`config.mk`:
```
export PLATFORM = sky130hd
export DESIGN_NAME = fan_pwm
export DESIGN_NICKNAME = d
export VERILOG_FILES = /design/src/rtl/fan_pwm.sv
export SDC_FILE = /design/constraint.sdc
export NUM_CORES = 1
export LEC_CHECK = 0
export ABC_AREA = 1
export CORE_ASPECT_RATIO = 0.9
export CORE_UTILIZATION = 63
export DETAILED_ROUTE_END_ITERATION = 12
export DONT_BUFFER_PORTS = 1
export PLACE_DENSITY = 0.77
export SLEW_MARGIN = 20
export SYNTH_ARGS = -nofsm -noshare
export SYNTH_HDL_FRONTEND = slang
export SYNTH_SLANG_ARGS = --single-unit
```
`constraint.sdc`:
```
create_clock -name clk -period 2.07 [get_ports clk]
set_input_delay 0.414 -clock clk [delete_from_list [all_inputs] [get_ports clk]]
set_output_delay 0.414 -clock clk [all_outputs]
set_load 0.1 [all_outputs]
```
`src/rtl/fan_pwm.sv`:
```
module fan_pwm #(
  parameter int unsigned FAST_A = 3,
  parameter int unsigned FAST_B = 2,
  parameter int unsigned SLOW_A = 12,
  parameter int unsigned SLOW_B = 8
) (
  input  logic       clk,
  input  logic       rst_n,
  input  logic       force_i,
  input  logic       mult_i,
  input  logic       src_i,
  input  logic       sel_i,
  input  logic [5:0] duty_i,
  output logic       pwm_o
);
  localparam int unsigned MF   = (FAST_A > FAST_B) ? FAST_A : FAST_B;
  localparam int unsigned MS   = (SLOW_A > SLOW_B) ? SLOW_A : SLOW_B;
  localparam int unsigned DMAX = 2 * ((MF > MS) ? MF : MS);
  localparam int unsigned PW   = $clog2(DMAX + 1);

  logic [5:0]    cnt, duty_q;
  logic          mult_q, src_q, sel_q;
  logic [PW-1:0] pre, base, div;

  always_comb begin
    case ({src_q, sel_q})
      2'b00:   base = PW'(FAST_A);
      2'b01:   base = PW'(FAST_B);
      2'b10:   base = PW'(SLOW_A);
      default: base = PW'(SLOW_B);
    endcase
    div = mult_q ? base : (base << 1);
  end

  wire tick = (pre == div - PW'(1));
  wire wrap = tick && (cnt == 6'd63);

  always_ff @(posedge clk) begin
    if (!rst_n) begin
      pre    <= '0;
      cnt    <= '0;
      duty_q <= '0;
      mult_q <= 1'b0;
      src_q  <= 1'b0;
      sel_q  <= 1'b0;
    end else begin
      pre <= tick ? '0 : pre + PW'(1);
      if (tick) cnt <= cnt + 6'd1;
      if (wrap) begin
        duty_q <= duty_i;
        mult_q <= mult_i;
        src_q  <= src_i;
        sel_q  <= sel_i;
      end
    end
  end

  assign pwm_o = force_i | (cnt < duty_q);

  a_r4_step_advance: assert property (@(posedge clk) disable iff (!rst_n)
    tick |=> cnt == $past(cnt) + 6'd1);
  a_r4_step_hold: assert property (@(posedge clk) disable iff (!rst_n)
    !tick |=> $stable(cnt));
  a_r5_pre_bound: assert property (@(posedge clk) disable iff (!rst_n)
    pre < div);
  a_r7_deferred: assert property (@(posedge clk) disable iff (!rst_n)
    !wrap |=> $stable(duty_q) && $stable({mult_q, src_q, sel_q}));
  a_r8_force_high: assert property (@(posedge clk) disable iff (!rst_n)
    force_i |-> pwm_o);
  a_r2_zero_low: assert property (@(posedge clk) disable iff (!rst_n)
    (!force_i && duty_q == 6'd0) |-> !pwm_o);
endmodule

```
==> flow_summary_export.csv, run 1 <==
group,metric,value,unit
clocking,path_clk_slew,0.11,ns
job,drv_cap,0,
global_routing,grt_pass1_vias,925,
clocking,cts_made_buffers,3,
synthesis,syn_inst,158,
synthesis,syn_nets,177,
synthesis,yosysWarnings,0,
worst_setup_path,end_kind,"output port",
power_and_ir_drop,p_total,666,uW
worst_setup_path,cp.arrival,1.62,ns
clocking,cts_max_level,1,
final_layout,nNetsFinal,180,
sta,final-hold-violation-count,0,
worst_setup_path,worstSetupPathType,"reg -> out",
global_routing,grt_max_degree,16,
synthesis,syn_avg_cell_area,7.45,um^2
min_path,min_to,"cnt[1]$_SDFFE_PN0N_",
worst_setup_path,reg2reg_to,"src_q$_SDFFE_PN0P_",
worst_setup_path,r2r_slack,0.40,ns
floorplanning,die_w,47.6,um
sta,skew,0.00216,ns
power_and_ir_drop,power_leakage,0.493,nW
clocking,post_cts_buffers,0,
worst_setup_path,reg2reg_from,"src_q$_SDFFE_PN0P_",
route,drt_iter0_markers,26,
route,detail_route.wl_per_cell,12.7,um
power_and_ir_drop,vdd_drop_max,0.504,mV
global_routing,grt_util_all_layers,0.269,
worst_setup_path,cp.required,1.66,ns
global_routing,grt_pass1_wl,3770,um
clocking,cts_tree,"done",
power_and_ir_drop,power_density,537,nW/um^2
sta,period_minus_slack,2.03,ns
route,totalWireLength,2330,um
outcome,status,"finished, final reports clean",
placed_design,gp_congestion,0.813,
clocking,clkSinkCount,20,
sta,setup_viol,0,
final_layout,drive_gt1_frac,0.157,
clocking,cts-root-buf,"clkbuf_4",
route,first_pass_iters,5,
final_layout,area_delta_synth_final,5.31,%
route,drc,0,
floorplanning,coreArea,1720,um^2
min_path,worstHoldPathType,"in -> reg",
final_layout,mostFrequentLayoutCells,"38 x nand2_1, 16 x inv_1, 16 x a21oi_1",
sta,relSlewSlack,0.712,
sta,slew_viol_final,0,
synthesis,ys_ff_latch,20,
clocking,insertion_delay,0.31,ns
floorplanning,dieArea,2050,um^2
clocking,hold_buffers,0,
placed_design,port_buffers,0,
min_path,hp-start,"rst_n",
sta,rsz0062_at_grt,"yes",
route,dr_total_vias,988,
worst_setup_path,critPathMaxFanout,2,
placed_design,dp_hpwl,1660,um
final_layout,final_common_cell,"nand2_1",
placed_design,post-place-cells,180,
synthesis,netlist_area,1180,um^2
worst_setup_path,r2r_cells,9,
global_routing,antenna_found_initial,0,
floorplanning,ios,13,
floorplanning,die_h,43.0,um
sta,clock.fmax,492,MHz
route,ant_nets,0,
floorplanning,rows,14,
worst_setup_path,start_kind,"register",
clocking,cts_buffer_depth,2,
final_layout,fin_cells,183,
synthesis,synthDistinctLibCells,24,
global_routing,grt_overflow_total,0,
final_layout,n_antenna_cell,0,
sta,fin_crit_sh,0.983,
route,vias_per_cell,5.40,
floorplanning,start_util,0.686,
sta,tightest_slew,0.431,ns
synthesis,ys_seq_area_frac,0.340,
min_path,min_path_cells,2,
-- stage by stage --
stage | area [um^2] | setup WS [ns] | hold WS, ns | util | TNS, ns
6_report | 1240 | 0.0361 | 0.221 | 0.722 | 0
5_1_grt | 1240 | -0.0395 | 0.231 | 0.722 | -0.0395
4_1_cts | 1220 | 0.0140 | 0.218 | 0.709 | 0
3_5_place_dp | 1190 | 0.349 | 0.459 | 0.695 | 0
3_3_place_gp | 1190 | 0.392 | 0.449 | 0.695 | 0
2_1_floorplan | 1180 | 0.0690 | 0.436 | - | 0
-- power breakdown --
part	total [mW]	switching, mW	internal [mW]
sequential	0.399	0.00804	0.391
clock	0.192	0.124	0.0683
combinational	0.0737	0.0517	0.0220
total	0.666	0.184	0.482
-- cell families (layout without fill, tap and decap cells) --
logic type      Yosys count  after routing  synth area share
simple gates             83             83             0.359
buf+inv                  22             23            0.0924
xor+xnor                  6              6            0.0446
flops                    20             20             0.340
fa+ha+maj                 7              7            0.0744
compound gates           20             20            0.0893
-- worst max-delay path, cell delays in order, from the launching register on --
cell,delay [ns]
dfxtp_2,0.35
inv_2,0.05
ha_4,0.22
a21boi_2,0.14
o21ai_1,0.13
o211ai_1,0.10
nand2_1,0.12
buf_12,0.18
-- cell type report --
type | instances | area [um^2]
inverters | 18 | 67.6
repair buffers | 2 | 27.5
flip-flops and latches | 20 | 408
clock buffers | 3 | 22.5
fillers | 156 | 477
well taps | 24 | 30.0
multi-input cells | 116 | 684
-- cells in the mapped netlist, drive strengths merged --
master,number,area [um^2]
a21boi,1,7.51
o211ai,1,7.51
o21ai,2,10.0
a21oi,16,80.1
xor2,6,52.6
nor2,14,71.3
clkbuf,1,3.75
nand3b,1,7.51
dfxtp,20,400
nand4,9,56.3
inv,18,67.6
buf,3,37.5
ha,7,87.6
nand3,13,82.6
nand2,44,195
nor3,2,10.0
-- state kept, by name, summed over array words and instances (netlist names) --
register	cells
sel_q	1
src_q	1
pre	5
duty_q	6
mult_q	1
cnt	6
-- repair_timing --
item | CTS | global route
resized for setup | 2 | 9
pin swaps | 1 | 3
endpoints found under the setup margin | 1 | 1
gates cloned | 0 | 0
hold endpoints to repair | 0 | 0
-- how the worst max path moves through the flow --
stage	to	cells past startpoint	slack (ns)	start
floorplan	pwm_o	6	0.07	duty_q[1]$_SDFFE_PN0P_
global placement	pwm_o	6	0.39	cnt[1]$_SDFFE_PN0N_
detailed placement	pwm_o	6	0.35	cnt[1]$_SDFFE_PN0N_
CTS	pwm_o	7	0.01	duty_q[1]$_SDFFE_PN0P_
global route	pwm_o	7	-0.04	duty_q[1]$_SDFFE_PN0P_
finish	pwm_o	7	0.04	duty_q[1]$_SDFFE_PN0P_
-- routing by layer --
metal | vias up | global-route usage | routed length, um | share of wire
met2 | 29 | 0.403 | 1040 | 0.45
met4 | 0 | 0.117 | 32 | 0.014
met3 | 3 | 0.0638 | 142 | 0.061
met1 | 434 | 0.361 | 1110 | 0.48
met5 | - | 0 | 0 | 0
li1 | 522 | - | - | -
(Power assumes the default switching activity.)
==> run 2: changes to the inputs <==
--- a/config.mk
+++ b/config.mk
@@ -6,10 +6,10 @@
 export NUM_CORES = 1
 export LEC_CHECK = 0
 export ABC_AREA = 1
-export CORE_ASPECT_RATIO = 0.9
 export CORE_UTILIZATION = 63
 export DETAILED_ROUTE_END_ITERATION = 12
 export DONT_BUFFER_PORTS = 1
+export GPL_TIMING_DRIVEN = 1
 export PLACE_DENSITY = 0.77
 export SLEW_MARGIN = 20
 export SYNTH_ARGS = -nofsm -noshare
==> flow_summary_export.csv, run 2 (synthesis results as in run 1) <==
group,metric,value,unit
global_routing,grt_pass1_wl,3770,um
route,vias_per_cell,5.65,
clocking,cts_made_buffers,3,
sta,slew_viol_final,0,
placed_design,port_buffers,0,
sta,skew,0.00750,ns
sta,period_minus_slack,2.04,ns
worst_setup_path,cp.required,1.66,ns
sta,fin_crit_sh,0.985,
route,detail_route.wl_per_cell,13.4,um
floorplanning,dieArea,2050,um^2
final_layout,final_cell_area,1310,um^2
clocking,cts-root-buf,"clkbuf_4",
worst_setup_path,start_kind,"register",
floorplanning,die_h,45.2,um
clocking,path_clk_slew,0.12,ns
floorplanning,die_w,45.2,um
final_layout,final_common_cell,"nand2_1",
sta,rsz0062_at_grt,"yes",
placed_design,post-place-cells,181,
sta,setup_viol,0,
floorplanning,ios,13,
global_routing,grt_pass1_vias,912,
floorplanning,start_util,0.675,
final_layout,n_antenna_cell,0,
placed_design,placed_cell_area,1190,um^2
clocking,insertion_delay,0.31,ns
placed_design,dp_hpwl,1680,um
clocking,cts_max_level,1,
route,ant_nets,0,
final_layout,drive_gt1_frac,0.198,
sta,fin_setup_tns,0,ns
worst_setup_path,worstSetupPathType,"reg -> out",
route,dr_total_vias,1056,
route,drc,0,
power_and_ir_drop,vdd_drop_max,0.657,mV
clocking,cts_buffer_depth,2,
worst_setup_path,end_kind,"output port",
floorplanning,coreArea,1750,um^2
min_path,worstHoldPathType,"in -> reg",
power_and_ir_drop,power_leakage,0.520,nW
job,drv_cap,0,
global_routing,grt_overflow_total,0,
placed_design,pre_cts_ws,0.391,ns
global_routing,antenna_found_initial,0,
sta,final-hold-violation-count,0,
power_and_ir_drop,power_density,604,nW/um^2
clocking,cts_tree,"done",
final_layout,fill_cells,136,
final_layout,fin_cells,187,
final_layout,nNetsFinal,182,
global_routing,grt_util_all_layers,0.260,
clocking,clkSinkCount,20,
final_layout,mostFrequentLayoutCells,"37 x nand2_1, 16 x inv_1, 16 x a21oi_1",
sta,relSlewSlack,0.679,
final_layout,biggestRegsByFlops,"cnt: 6 flops, duty_q: 6 flops, pre: 5 flops",
route,totalWireLength,2500,um
final_layout,area_delta_synth_final,11.2,%
route,first_pass_iters,4,
global_routing,grt_max_degree,16,
placed_design,gp_congestion,0.831,
route,drt_iter0_markers,18,
sta,tightest_slew,0.481,ns
floorplanning,rows,15,
worst_setup_path,cp.arrival,1.63,ns
worst_setup_path,critPathMaxFanout,4,
outcome,status,"finished, final reports clean",
sta,setup_slack,0.0306,ns
sta,clock.fmax,490,MHz
[run 2: cell count changes in the layout (fill, tap and decap cells not counted), sizes merged]
cell	before	now
buf	2	4
bufinv	0	1
[run 2: where the power goes]
part           switching, mW  internal, mW
sequential           0.00853         0.389
combinational         0.0525        0.0219
clock                  0.123         0.196
[run 2: what timing repair did]
| item | in CTS | in global routing |
|---|---|---|
| hold buffers | 0 | 0 |
| gates resized for setup | 0 | 17 |
| hold endpoints to repair | 0 | 0 |
| setup endpoints to repair | 0 | 1 |
| setup buffers | 0 | 2 |
[run 2: cell type report]
cell class	count	area [um^2]	area share
Clock buffer	3	22.5	0.0172
Multi-Input combinational cell	116	699	0.534
Tap cell	25	31.3	0.0239
Clock inverter	1	30.0	0.0229
Sequential cell	20	415	0.317
Inverter	18	67.6	0.0516
Timing Repair Buffer	4	42.5	0.0325
[run 2: metrics by stage]
step,hold slack [ns],utilization,total power [mW]
final,0.213,0.750,0.791
after CTS,0.214,0.715,0.794
after floorplan,0.436,-,0.470
after global placement,0.451,0.685,0.478
after global routing,0.211,0.750,0.817
after detailed placement,0.457,0.685,0.481
[run 2: layer usage]
metal	wire, um	track usage	up-vias
met4	57	0.115	0
met5	0	0	-
met3	155	0.0880	6
met1	1060	0.328	489
met2	1230	0.400	30
li1	-	-	531
[run 2: critical path, cell delays in order, from the launching register on]
cell      delay, ns
dfxtp_2        0.40
ha_4           0.21
a21boi_2       0.14
o21ai_1        0.13
o211ai_1       0.11
nand2_1        0.14
buf_12         0.18
[run 2: worst paths after layout]
check / to / slack (ns) / depth (start not counted) / from
setup / recovery: pwm_o / 0.03 / 6 / cnt[1]$_SDFFE_PN0N_
hold / removal: cnt[1]$_SDFFE_PN0N_ / 0.21 / 2 / rst_n
setup reg to reg: duty_q[3]$_SDFFE_PN0P_ / 0.37 / 9 / src_q$_SDFFE_PN0P_
hold reg to reg: duty_q[1]$_SDFFE_PN0P_ / 0.48 / 2 / duty_q[1]$_SDFFE_PN0P_
==> run 3: changes to the inputs <==
--- a/config.mk
+++ b/config.mk
@@ -5,7 +5,7 @@
 export SDC_FILE = /design/constraint.sdc
 export NUM_CORES = 1
 export LEC_CHECK = 0
-export ABC_AREA = 1
+export ABC_AREA = 0
 export CORE_UTILIZATION = 63
 export DETAILED_ROUTE_END_ITERATION = 12
 export DONT_BUFFER_PORTS = 1
==> flow_summary_export.csv, run 3 <==
group,metric,value,unit
synthesis,synth.most_common_cell,"nand2_1",
worst_setup_path,critPathTopFamily,"compound AO/OA/AOI/OAI gates",
sta,finalHoldWorstSlack,0.223,ns
route,detail_route.wl_per_cell,14.8,um
clocking,cts_buffer_depth,2,
synthesis,yosysWarnings,0,
worst_setup_path,setup.worst_path.start,"duty_q[1]$_SDFFE_PN0P_",
clocking,clkSinkCount,20,
synthesis,ys_ff_latch,20,
global_routing,grt_overflow_total,0,
synthesis,async_flop_share,0,
placed_design,port_buffers,0,
floorplanning,die_w,45.5,um
power_and_ir_drop,vdd_drop_max,0.503,mV
final_layout,nNetsFinal,155,
floorplanning,ios,13,
min_path,worstHoldPathType,"in -> reg",
sta,rsz0062_at_grt,"yes",
sta,skew,0.00478,ns
power_and_ir_drop,power_leakage,0.440,nW
sta,fin_crit_sh,1.02,
final_layout,mostFrequentLayoutCells,"29 x nand2_1, 16 x dfxtp_1, 15 x mux2i_1",
clocking,path_clk_slew,0.12,ns
floorplanning,die_h,45.5,um
route,ant_nets,0,
synthesis,netlist_area,1190,um^2
final_layout,drive_gt1_frac,0.178,
worst_setup_path,start_kind,"register",
worst_setup_path,crit_chain,"inv_2 -> ha_4 -> a21o_1 -> a21o_1 -> a21oi_2 -> o31a_2 -> buf_12",
floorplanning,coreArea,1750,um^2
final_layout,biggestRegsByFlops,"cnt: 6 flops, duty_q: 6 flops, pre: 5 flops",
worst_setup_path,cp.required,1.66,ns
worst_setup_path,cp.arrival,1.69,ns
outcome,status,"finished, violations left",
synthesis,ys_top_cells_by_area,"dfxtp_1 34%, mux2i_1 13%, nand2_1 9.1%",
final_layout,final_common_cell,"nand2_1",
sta,fin_setup_tns,-0.0361,ns
floorplanning,start_util,0.682,
final_layout,final_util,0.754,
sta,tightest_slew,0.389,ns
route,drc,0,
min_path,hp-start,"duty_i[2]",
power_and_ir_drop,power_density,597,nW/um^2
route,vias_per_cell,5.71,
sta,relSlewSlack,0.741,
sta,period_minus_slack,2.11,ns
synthesis,synthDistinctLibCells,36,
clocking,hold_buffers,0,
global_routing,grt_pass1_vias,884,
final_layout,n_antenna_cell,0,
clocking,cts_tree,"done",
global_routing,grt_max_degree,36,
synthesis,synth_top_area_share,0.336,
floorplanning,dieArea,2070,um^2
placed_design,placed_cell_area,1230,um^2
worst_setup_path,crit_top_cell,"a21o_1",
job,drv_cap,0,
worst_setup_path,critPathMaxFanout,2,
clocking,cts_max_level,1,
clocking,cts_made_buffers,3,
synthesis,syn_avg_cell_area,9.01,um^2
sta,setup_viol,1,
route,drt_iter0_markers,15,
worst_setup_path,cp_num_buf_inv,2,
final_layout,area_delta_synth_final,10.6,%
synthesis,ys_seq_area_frac,0.336,
route,totalWireLength,2360,um
final_layout,final_cell_area,1320,um^2
clocking,cts-root-buf,"clkbuf_4",
floorplanning,rows,15,
placed_design,gp_congestion,0.830,
sta,final-hold-violation-count,0,
clocking,insertion_delay,0.31,ns
worst_setup_path,r2r_slack,0.14,ns
synthesis,yosys-top-cells-count,"29 x nand2_1, 20 x dfxtp_1, 15 x mux2i_1",
synthesis,yosys.area.top_type,"dfxtp_1",
synthesis,synth_edf_count,0,
worst_setup_path,cp_slowest_cell,"dfxtp_2",
worst_setup_path,max_stage_delay,0.35,ns
sta,setup_slack,-0.0361,ns
worst_setup_path,worstSetupPathType,"reg -> out",
worst_setup_path,reg2reg_from,"pre[2]$_SDFF_PP0_",
outcome,violations,"negative setup slack",
worst_setup_path,end_kind,"output port",
synthesis,syn_inst,132,
global_routing,grt_pass1_wl,3910,um
global_routing,grt_util_all_layers,0.267,
synthesis,synthFlopType,"dfxtp_1",
global_routing,antenna_found_initial,0,
sta,slew_viol_final,0,
sta,clock.fmax,475,MHz
route,first_pass_iters,4,
placed_design,dp_hpwl,1620,um
route,dr_total_vias,913,
placed_design,pre_cts_ws,0.134,ns
synthesis,syn_nets,151,
run 3: worst register-to-register path: cells and delay by family (launching register included):
family	cells	cell delay, ns
AND/OR/NAND/NOR	2	0.50
multiplexers	1	0.21
AO/OA/AOI/OAI	2	0.43
flip-flops	1	0.46
buffers and inverters	1	0.26
run 3: per-layer routing:
metal  share of wire  up-vias  global-route usage
met3           0.025        7              0.0476
met5               0        -                   0
met4           0.022        0               0.109
li1                -      465                   -
met2            0.50       18               0.440
met1            0.46      423               0.342
run 3: per-stage QoR:
| step | total power, mW | std cells |
|---|---|---|
| after floorplan | 0.461 | 132 |
| after global routing | 0.812 | 160 |
| after detailed placement | 0.466 | 155 |
| after global placement | 0.463 | 155 |
| after CTS | 0.788 | 160 |
| final | 0.786 | 160 |
run 3: logic make-up (layout without fill, tap and decap cells):
logic type	Yosys count	in the layout	share of synthesized area
buf+inv	11	14	0.0484
xor+xnor	5	5	0.0368
compound gates	16	16	0.126
flops	20	20	0.336
fa+ha+maj	7	7	0.0736
simple gates	58	58	0.252
mux	15	15	0.126
run 3: what timing repair did:
action                                  in CTS  in global routing
endpoints found under the setup margin       1                 10
gates cloned                                 0                  0
buffers inserted                             1                  0
pin swaps                                    3                  0
gates resized for setup                      5                  4
run 3: final timing paths:
path / end / depth (start not counted)
setup reg to reg: duty_q[3]$_SDFFE_PN0P_ / 6
hold / removal: duty_q[2]$_SDFFE_PN0P_ / 2
hold reg to reg: duty_q[5]$_SDFFE_PN0P_ / 2
setup / recovery: pwm_o / 7
run 3: power by group:
group          total [mW]  switching [mW]  internal, mW
Sequential          0.401          0.0112         0.390
Combinational      0.0597          0.0319        0.0279
Clock               0.325           0.129         0.196
run 3: area by class of cell:
cell class / count / area [um^2]
multi-input combinational: 101 / 756
fill: 127 / 429
sequential: 20 / 408
timing repair buffer: 5 / 50.0
tap: 25 / 31.3
clock inverter: 1 / 30.0
clock buffer: 3 / 22.5
inverter: 5 / 18.8
